==> config.mk <==
export PLATFORM = sky130hd
export DESIGN_NAME = useq_sequencer
export DESIGN_NICKNAME = d
export VERILOG_FILES = /design/src/rtl/useq_pkg.sv /design/src/rtl/useq_rom.sv /design/src/rtl/useq_cond_mux.sv /design/src/rtl/useq_next_addr.sv /design/src/rtl/useq_sequencer.sv
export SDC_FILE = /design/constraint.sdc
export NUM_CORES = 1
export LEC_CHECK = 0
export BUFFER_PORTS_ARGS = -buffer_cell sky130_fd_sc_hd__buf_2
export CAP_MARGIN = 30
export CORE_MARGIN = 3
export CORE_UTILIZATION = 25
export CTS_CLUSTER_SIZE = 16
export DETAILED_ROUTE_END_ITERATION = 8
export PLACE_DENSITY = 0.41
export SLEW_MARGIN = 20
export SYNTH_ARGS = -nofsm -noshare
export SYNTH_HDL_FRONTEND = slang
export SYNTH_SLANG_ARGS = --single-unit
==> constraint.sdc <==
create_clock -name clk_i -period 3.7 [get_ports clk_i]
set_clock_uncertainty 0.2 [all_clocks]
set_input_delay 0.185 -clock clk_i [delete_from_list [all_inputs] [get_ports clk_i]]
set_output_delay 0.185 -clock clk_i [all_outputs]
set_load 0.05 [all_outputs]
==> src/rtl/useq_pkg.sv <==
package useq_pkg;

  localparam int unsigned COND_W = 4;
  localparam int unsigned SEL_W  = 3;

  typedef enum logic [SEL_W-1:0] {
    SEL_NONE    = 3'd0,
    SEL_C0      = 3'd1,
    SEL_C1      = 3'd2,
    SEL_C2      = 3'd3,
    SEL_C3      = 3'd4,
    SEL_PAIR_LO = 3'd5,
    SEL_PAIR_HI = 3'd6,
    SEL_RSVD    = 3'd7
  } sel_e;

  // Number of low address bits a select code may set.
  function automatic logic [1:0] branch_width(sel_e s);
    case (s)
      SEL_C0, SEL_C1, SEL_C2, SEL_C3: return 2'd1;
      SEL_PAIR_LO, SEL_PAIR_HI:       return 2'd2;
      default:                        return 2'd0;
    endcase
  endfunction

  // Condition bits routed toward the address OR; code 0 and 7 give zero.
  function automatic logic [1:0] pick_cond(sel_e s, logic [COND_W-1:0] c);
    case (s)
      SEL_C0:      return {1'b0, c[0]};
      SEL_C1:      return {1'b0, c[1]};
      SEL_C2:      return {1'b0, c[2]};
      SEL_C3:      return {1'b0, c[3]};
      SEL_PAIR_LO: return c[1:0];
      SEL_PAIR_HI: return c[3:2];
      default:     return 2'b00;
    endcase
  endfunction

endpackage

==> src/rtl/useq_rom.sv <==
module useq_rom
  import useq_pkg::*;
#(
  parameter int unsigned ADDR_W = 6,
  parameter int unsigned CTRL_W = 8
) (
  input  logic [ADDR_W-1:0] rd_cur_i,
  input  logic [ADDR_W-1:0] rd_nxt_i,
  output logic [ADDR_W-1:0] cur_next_o,
  output sel_e              cur_sel_o,
  output logic [CTRL_W-1:0] nxt_ctrl_o
);

  localparam int unsigned DEPTH  = 1 << ADDR_W;
  localparam int unsigned WORD_W = ADDR_W + SEL_W + CTRL_W;

  // Microprogram contents, computed at elaboration.
  function automatic logic [WORD_W-1:0] word_at(int unsigned a);
    int unsigned s;
    int unsigned w;
    int unsigned raw;
    int unsigned base;
    int unsigned ctl;
    s    = a % (1 << SEL_W);
    w    = int'(branch_width(sel_e'(s)));
    raw  = (a * 5 + 3) % DEPTH;
    base = raw & ~((32'd1 << w) - 32'd1);
    ctl  = a * 37 + 11;
    return {ADDR_W'(base), SEL_W'(s), CTRL_W'(ctl)};
  endfunction

  logic [WORD_W-1:0] store [DEPTH];

  for (genvar i = 0; i < DEPTH; i++) begin : g_word
    assign store[i] = word_at(i);
  end

  logic [WORD_W-1:0] cur_word;
  logic [WORD_W-1:0] nxt_word;

  assign cur_word   = store[rd_cur_i];
  assign nxt_word   = store[rd_nxt_i];
  assign cur_next_o = cur_word[WORD_W-1 -: ADDR_W];
  assign cur_sel_o  = sel_e'(cur_word[CTRL_W +: SEL_W]);
  assign nxt_ctrl_o = nxt_word[CTRL_W-1:0];

endmodule

==> src/rtl/useq_cond_mux.sv <==
module useq_cond_mux
  import useq_pkg::*;
(
  input  sel_e              sel_i,
  input  logic [COND_W-1:0] cond_i,
  output logic [1:0]        br_bits_o,
  output logic [1:0]        br_width_o
);

  always_comb begin
    br_bits_o  = pick_cond(sel_i, cond_i);
    br_width_o = branch_width(sel_i);
  end

endmodule

==> src/rtl/useq_next_addr.sv <==
module useq_next_addr #(
  parameter int unsigned ADDR_W = 6
) (
  input  logic [ADDR_W-1:0] base_i,
  input  logic [1:0]        br_bits_i,
  output logic [ADDR_W-1:0] addr_o
);

  // Merge condition bits into the aligned successor; no carry path.
  function automatic logic [ADDR_W-1:0] or_low(logic [ADDR_W-1:0] b, logic [1:0] c);
    return b | ADDR_W'(c);
  endfunction

  assign addr_o = or_low(base_i, br_bits_i);

endmodule

==> src/rtl/useq_sequencer.sv <==
module useq_sequencer
  import useq_pkg::*;
#(
  parameter int unsigned ADDR_W = 6,
  parameter int unsigned CTRL_W = 8
) (
  input  logic              clk_i,
  input  logic              rst_i,
  input  logic [COND_W-1:0] cond_i,
  output logic [CTRL_W-1:0] ctrl_o,
  output logic [ADDR_W-1:0] uaddr_o
);

  logic [ADDR_W-1:0] addr_q;
  logic [CTRL_W-1:0] ctrl_q;
  logic [ADDR_W-1:0] cur_next;
  sel_e              cur_sel;
  logic [1:0]        br_bits;
  logic [1:0]        br_width;
  logic [ADDR_W-1:0] nxt_addr;
  logic [ADDR_W-1:0] load_addr;
  logic [CTRL_W-1:0] load_ctrl;

  useq_rom #(.ADDR_W(ADDR_W), .CTRL_W(CTRL_W)) u_rom (
    .rd_cur_i   (addr_q),
    .rd_nxt_i   (load_addr),
    .cur_next_o (cur_next),
    .cur_sel_o  (cur_sel),
    .nxt_ctrl_o (load_ctrl)
  );

  useq_cond_mux u_mux (
    .sel_i      (cur_sel),
    .cond_i     (cond_i),
    .br_bits_o  (br_bits),
    .br_width_o (br_width)
  );

  useq_next_addr #(.ADDR_W(ADDR_W)) u_nxt (
    .base_i    (cur_next),
    .br_bits_i (br_bits),
    .addr_o    (nxt_addr)
  );

  // Reset steers the load path to word 0 so address and control stay paired.
  assign load_addr = rst_i ? '0 : nxt_addr;

  always_ff @(posedge clk_i) begin
    addr_q <= load_addr;
    ctrl_q <= load_ctrl;
  end

  assign uaddr_o = addr_q;
  assign ctrl_o  = ctrl_q;

endmodule

==> out/results.ini, run 1 <==
[run_status]
status = finished clean

[min_path]
whs_endpoint = uaddr_o[5]$_DFF_P_
hold_path_class = in -> reg
min_path_cells = 2
hp-start = rst_i

[setup_path]
worstSetupPathType = reg -> reg
path_max_fanout = 7
worstReg2RegEnd = ctrl_o[5]$_DFF_P_
critPathArrivalTime_ps = 3360
max_stage_delay_ps = 520
crit_chain = inv_1 -> ha_1 -> a22o_1 -> nand2_1 -> and2_1 -> nor2_1 -> inv_1 -> ha_1 -> or4_1 -> a31o_1 -> o22a_1
r2r_slack_ps = 280
cp-start-kind = flop
cpMaxStageDelayCell = or4_1
worstPathRequired_ps = 3640
endpoint_kind = flop
r2r-start = uaddr_o[0]$_DFF_P_
reg2regPathDepth = 11

[floorplanning]
core_area_um2 = 4911
die_h_um = 78.73
rows = 25
fp.dieW_um = 78.73
initial_core_util_pct = 26.93
io_pins = 20
dieArea_um2 = 6198

[timing]
min_period_over_period_pct = 92.38
slew_headroom_pct = 57.40
max_freq_mhz = 292.6
grt_setup_unrepaired = false
setup_violations = 0
hold_viol = 0
period_needed_ps = 3418
worst_pin_slew_ps = 638.1
finalSetupTns_ps = 0
finalWorstSetupSlack_ps = 282.1
timing.final.max_slew_violations = 0

[drt]
drt-total-wl_mm = 3.420
drt_pass1_iterations = 4
vias = 1191
drcViolationCount = 0
dr.first_iter.drc_count = 105
via_per_inst = 4.942
route.antenna.remaining_nets = 0
wl_per_cell_um = 14.19

[clock_network]
clockBufferDepth = 2
cts_sinks = 14
cts_hold_buf = 0
cts-buffers-inserted = 3
cts-htree-levels = 1
clkLatencyLatePin_ps = 250
ctsRootBufferMaster = clkbuf_8
cts.clk_slew.worst_paths_ps = 60
cts_resized = 0
postCtsSetupBuffers = 0
tritoncts = built

[logic_synthesis]
synth_cell_types = 48
synth_area_leaders = dfxtp_1 (21%), ha_1 (15%), nand2_1 (5.1%), mux4_2 (5.1%), a21oi_1 (4.2%)
synth_nets = 181
syn-cell-area_um2 = 1323
syn-mean-instance-area_um2 = 8.318
synth_top_area_share_pct = 21.19
synth_seq_cells = 14
yosys_warnings = 0
synth_top_cell_by_area = dfxtp_1
synthesis.instances = 159
seq_area_frac_synth_pct = 21.19

[global_route]
grt_max_degree = 20
antenna_found_initial = 0
overflow = 0
grt_util_all_layers_pct = 11.53
grt_first_pass_wirelength_mm = 5.685
grt_pass1_vias = 1176

[placed_design]
placed_cell_area_um2 = 1446
post-place-ws_ps = 302.4
gp_congestion = 0.8417
dp_hpwl_mm = 2.656
portBuffers = 19

[finish]
layout-drive-gt1-share_pct = 20.69
area_growth_pct = 13.53
num_antenna_cells = 0
nFillCells = 546
final_cell_mix = buf_2 (19), nand2_1 (18), ha_1 (16)
final_area_um2 = 1501
nets = 197
final_core_util_pct = 30.57
final_common_cell = buf_2

[run]
drv_cap = 0

final cells by class:
class / count / area, um2 / share of cell area, %
inverters: 11 / 41.29 / 2.750
multi-input cells: 124 / 930.9 / 62.00
flip-flops and latches: 14 / 280.3 / 18.67
well taps: 67 / 83.83 / 5.583
clock buffers: 4 / 55.05 / 3.667
repair buffers: 21 / 110.1 / 7.333
layer usage:
| layer | track usage [%] | share of wire (%) | vias up |
|---|---|---|---|
| met2 | 19.02 | 44 | 21 |
| met3 | 3.741 | 4.6 | 6 |
| met4 | 3.147 | 1.6 | 0 |
| met5 | 0 | 0 | - |
| met1 | 14.37 | 50 | 567 |
| li1 | - | - | 597 |
worst max-delay path by stage:
stage                       start           endpoint  slack, ps  cells after the start
2_1_floorplan  uaddr_o[0]$_DFF_P_  ctrl_o[5]$_DFF_P_        330                     10
3_3_place_gp   uaddr_o[0]$_DFF_P_  ctrl_o[5]$_DFF_P_        310                     11
3_5_place_dp   uaddr_o[0]$_DFF_P_  ctrl_o[5]$_DFF_P_        300                     11
4_1_cts        uaddr_o[0]$_DFF_P_  ctrl_o[5]$_DFF_P_        260                     11
5_1_grt        uaddr_o[0]$_DFF_P_  ctrl_o[5]$_DFF_P_         70                     11
6_report       uaddr_o[0]$_DFF_P_  ctrl_o[5]$_DFF_P_        280                     11
Yosys cell counts (all sizes together):
cell type / instances
a211oi: 2
and2b: 2
inv: 11
o21ai: 9
o21ba: 1
a221oi: 1
a41oi: 1
o221ai: 1
mux4: 3
nor3: 2
nand2b: 1
and3: 1
clkbuf: 2
or2: 2
o311ai: 2
a211o: 2
nand3: 5
xor2: 2
dfxtp: 14
a22oi: 1
xnor2: 2
a21o: 1
a31oi: 3
maj3: 1
a21bo: 1
mux2i: 5
nor2b: 4
a21oi: 11
a311oi: 2
a31o: 1
buf: 8
a2111oi: 1
ha: 16
nand2: 18
and2: 1
or4: 1
o211ai: 2
o211a: 1
nor2: 12
o22a: 1
a22o: 2
sequential cells by signal, summed over array words and instances (netlist names):
signal / count
ctrl_o: 8
uaddr_o: 6
critical path, delay by kind of cell, from the launching register on:
kind / cells / cell delay (ps)
buf+inv: 2 / 340
compound gates: 3 / 600
flops: 1 / 370
simple gates: 4 / 1210
fa+ha+maj: 2 / 580
logic make-up after synthesis:
logic type / count (synthesis) / share of synthesized area [%]
simple gates: 49 / 17.88
fa+ha+maj: 17 / 15.99
buf+inv: 21 / 8.420
xor+xnor: 4 / 3.217
flops: 14 / 21.19
mux: 8 / 8.893
compound gates: 46 / 24.41
metrics by stage:
| stage | std cells | hold WS [ps] |
|---|---|---|
| 5_1_grt | 241 | 153.5 |
| 6_report | 241 | 133.1 |
| 2_1_floorplan | 159 | 221.0 |
| 3_3_place_gp | 237 | 398.6 |
| 3_5_place_dp | 237 | 400.9 |
| 4_1_cts | 241 | 127.9 |
Power of run 1 is not shown: default switching activity piles up to over one toggle a cycle in this logic, so the estimate is an artifact.
==> inputs of run 2 (changes only) <==
Settings changed: CORE_ASPECT_RATIO from default to 1.75.
==> out/results.ini, run 2 (same netlist as run 1, synthesis figures left out) <==
[run_status]
status = finished clean

[floorplanning]
rows = 34
die_h_um = 102.2
dieArea_um2 = 6233
initial_core_util_pct = 26.12
io_pins = 20
core_area_um2 = 5062
fp.dieW_um = 60.98

[finish]
num_antenna_cells = 0
layoutNonFillerInstCount = 231
layout-drive-gt1-share_pct = 22.03
final_area_um2 = 1501
largest_register_ffs = 8
final_common_cell = buf_2
final_cell_mix = buf_2 (19), nand2_1 (18), ha_1 (16)
area_growth_pct = 13.53
nets = 201

[clock_network]
cts_hold_buf = 0
postCtsSetupBuffers = 0
cts_sinks = 14
cts-buffers-inserted = 3
cts_resized = 0
ctsRootBufferMaster = clkbuf_8
clkLatencyLatePin_ps = 250
tritoncts = built
clockBufferDepth = 2
cts.clk_slew.worst_paths_ps = 60
cts-htree-levels = 1

[global_route]
overflow = 0
grt_pass1_vias = 1270
grt_util_all_layers_pct = 13.65
grt_first_pass_wirelength_mm = 6.354
antenna_found_initial = 0
grt_max_degree = 14

[placed_design]
placed_cell_area_um2 = 1460
dp_cells = 228
portBuffers = 19
dp_hpwl_mm = 3.164
gp_congestion = 0.8197

[min_path]
hold_path_class = in -> reg

[timing]
min_period_over_period_pct = 89.04
setup_violations = 0
finalSetupTns_ps = 0
max_freq_mhz = 303.5
slew_headroom_pct = 64.05
timing.final.max_slew_violations = 0
grt_setup_unrepaired = false
period_needed_ps = 3295
worst_pin_slew_ps = 535.6
holdWs_ps = 136.9
hold_viol = 0

[setup_path]
endpoint_kind = flop
worstPathRequired_ps = 3640
cp-start-kind = flop
path_max_fanout = 7
worstSetupPathType = reg -> reg
critPathArrivalTime_ps = 3230

[drt]
vias = 1238
dr.first_iter.drc_count = 39
met1_length_mm = 1.518
drt_pass1_iterations = 4
wl_met3_um = 123
drcViolationCount = 0
via_per_inst = 5.359
route.antenna.remaining_nets = 0
wl_met2_mm = 2.098
drt-total-wl_mm = 3.894
wl_per_cell_um = 16.86
top_layer = met4

[run]
drv_cap = 0

-- run 2: cell types whose count changed in the layout (fill, tap and decap cells not counted) --
cell,change
clkbuf_8,-1
buf_4,+4
-- run 2: cell type report --
cell class | count | area [um2]
clock buffer | 3 | 41.29
fill | 556 | 3561
inverter | 11 | 41.29
multi-input combinational | 124 | 930.9
sequential | 14 | 280.3
tap | 54 | 67.56
timing repair buffer | 25 | 140.1
-- run 2: worst max-delay path, stage by stage (launching register included) --
cell     delay (ps)
dfxtp_1         360
inv_1           140
ha_1            290
a22o_1          180
nand2_1          60
and2_1          220
nor2_1          360
inv_1           170
ha_1            260
or4_1           520
a31o_1          230
o22a_1          180
-- run 2: per-stage QoR --
stage	setup WS, ps	utilization, %
global placement	488.4	28.84
CTS	380.1	29.66
floorplan	333.5	-
detailed placement	407.8	28.84
global route	58.64	29.66
finish	405.5	29.66
-- run 2: worst paths after layout --
| kind | startpoint | end | slack, ps | cells past startpoint |
|---|---|---|---|---|
| setup / recovery | uaddr_o[0]$_DFF_P_ | ctrl_o[5]$_DFF_P_ | 410 | 11 |
| hold / removal | rst_i | uaddr_o[0]$_DFF_P_ | 140 | 2 |
| setup reg to reg | uaddr_o[0]$_DFF_P_ | ctrl_o[5]$_DFF_P_ | 410 | 11 |
| hold reg to reg | uaddr_o[5]$_DFF_P_ | ctrl_o[7]$_DFF_P_ | 650 | 4 |
-- run 2: layer usage --
layer  up-vias  global-route usage, %
met5         -                      0
met4         0                  6.845
met3        13                  1.643
met2        30                  25.06
met1       595                  14.60
li1        600                      -
Power of run 2 is left out for the same reason.
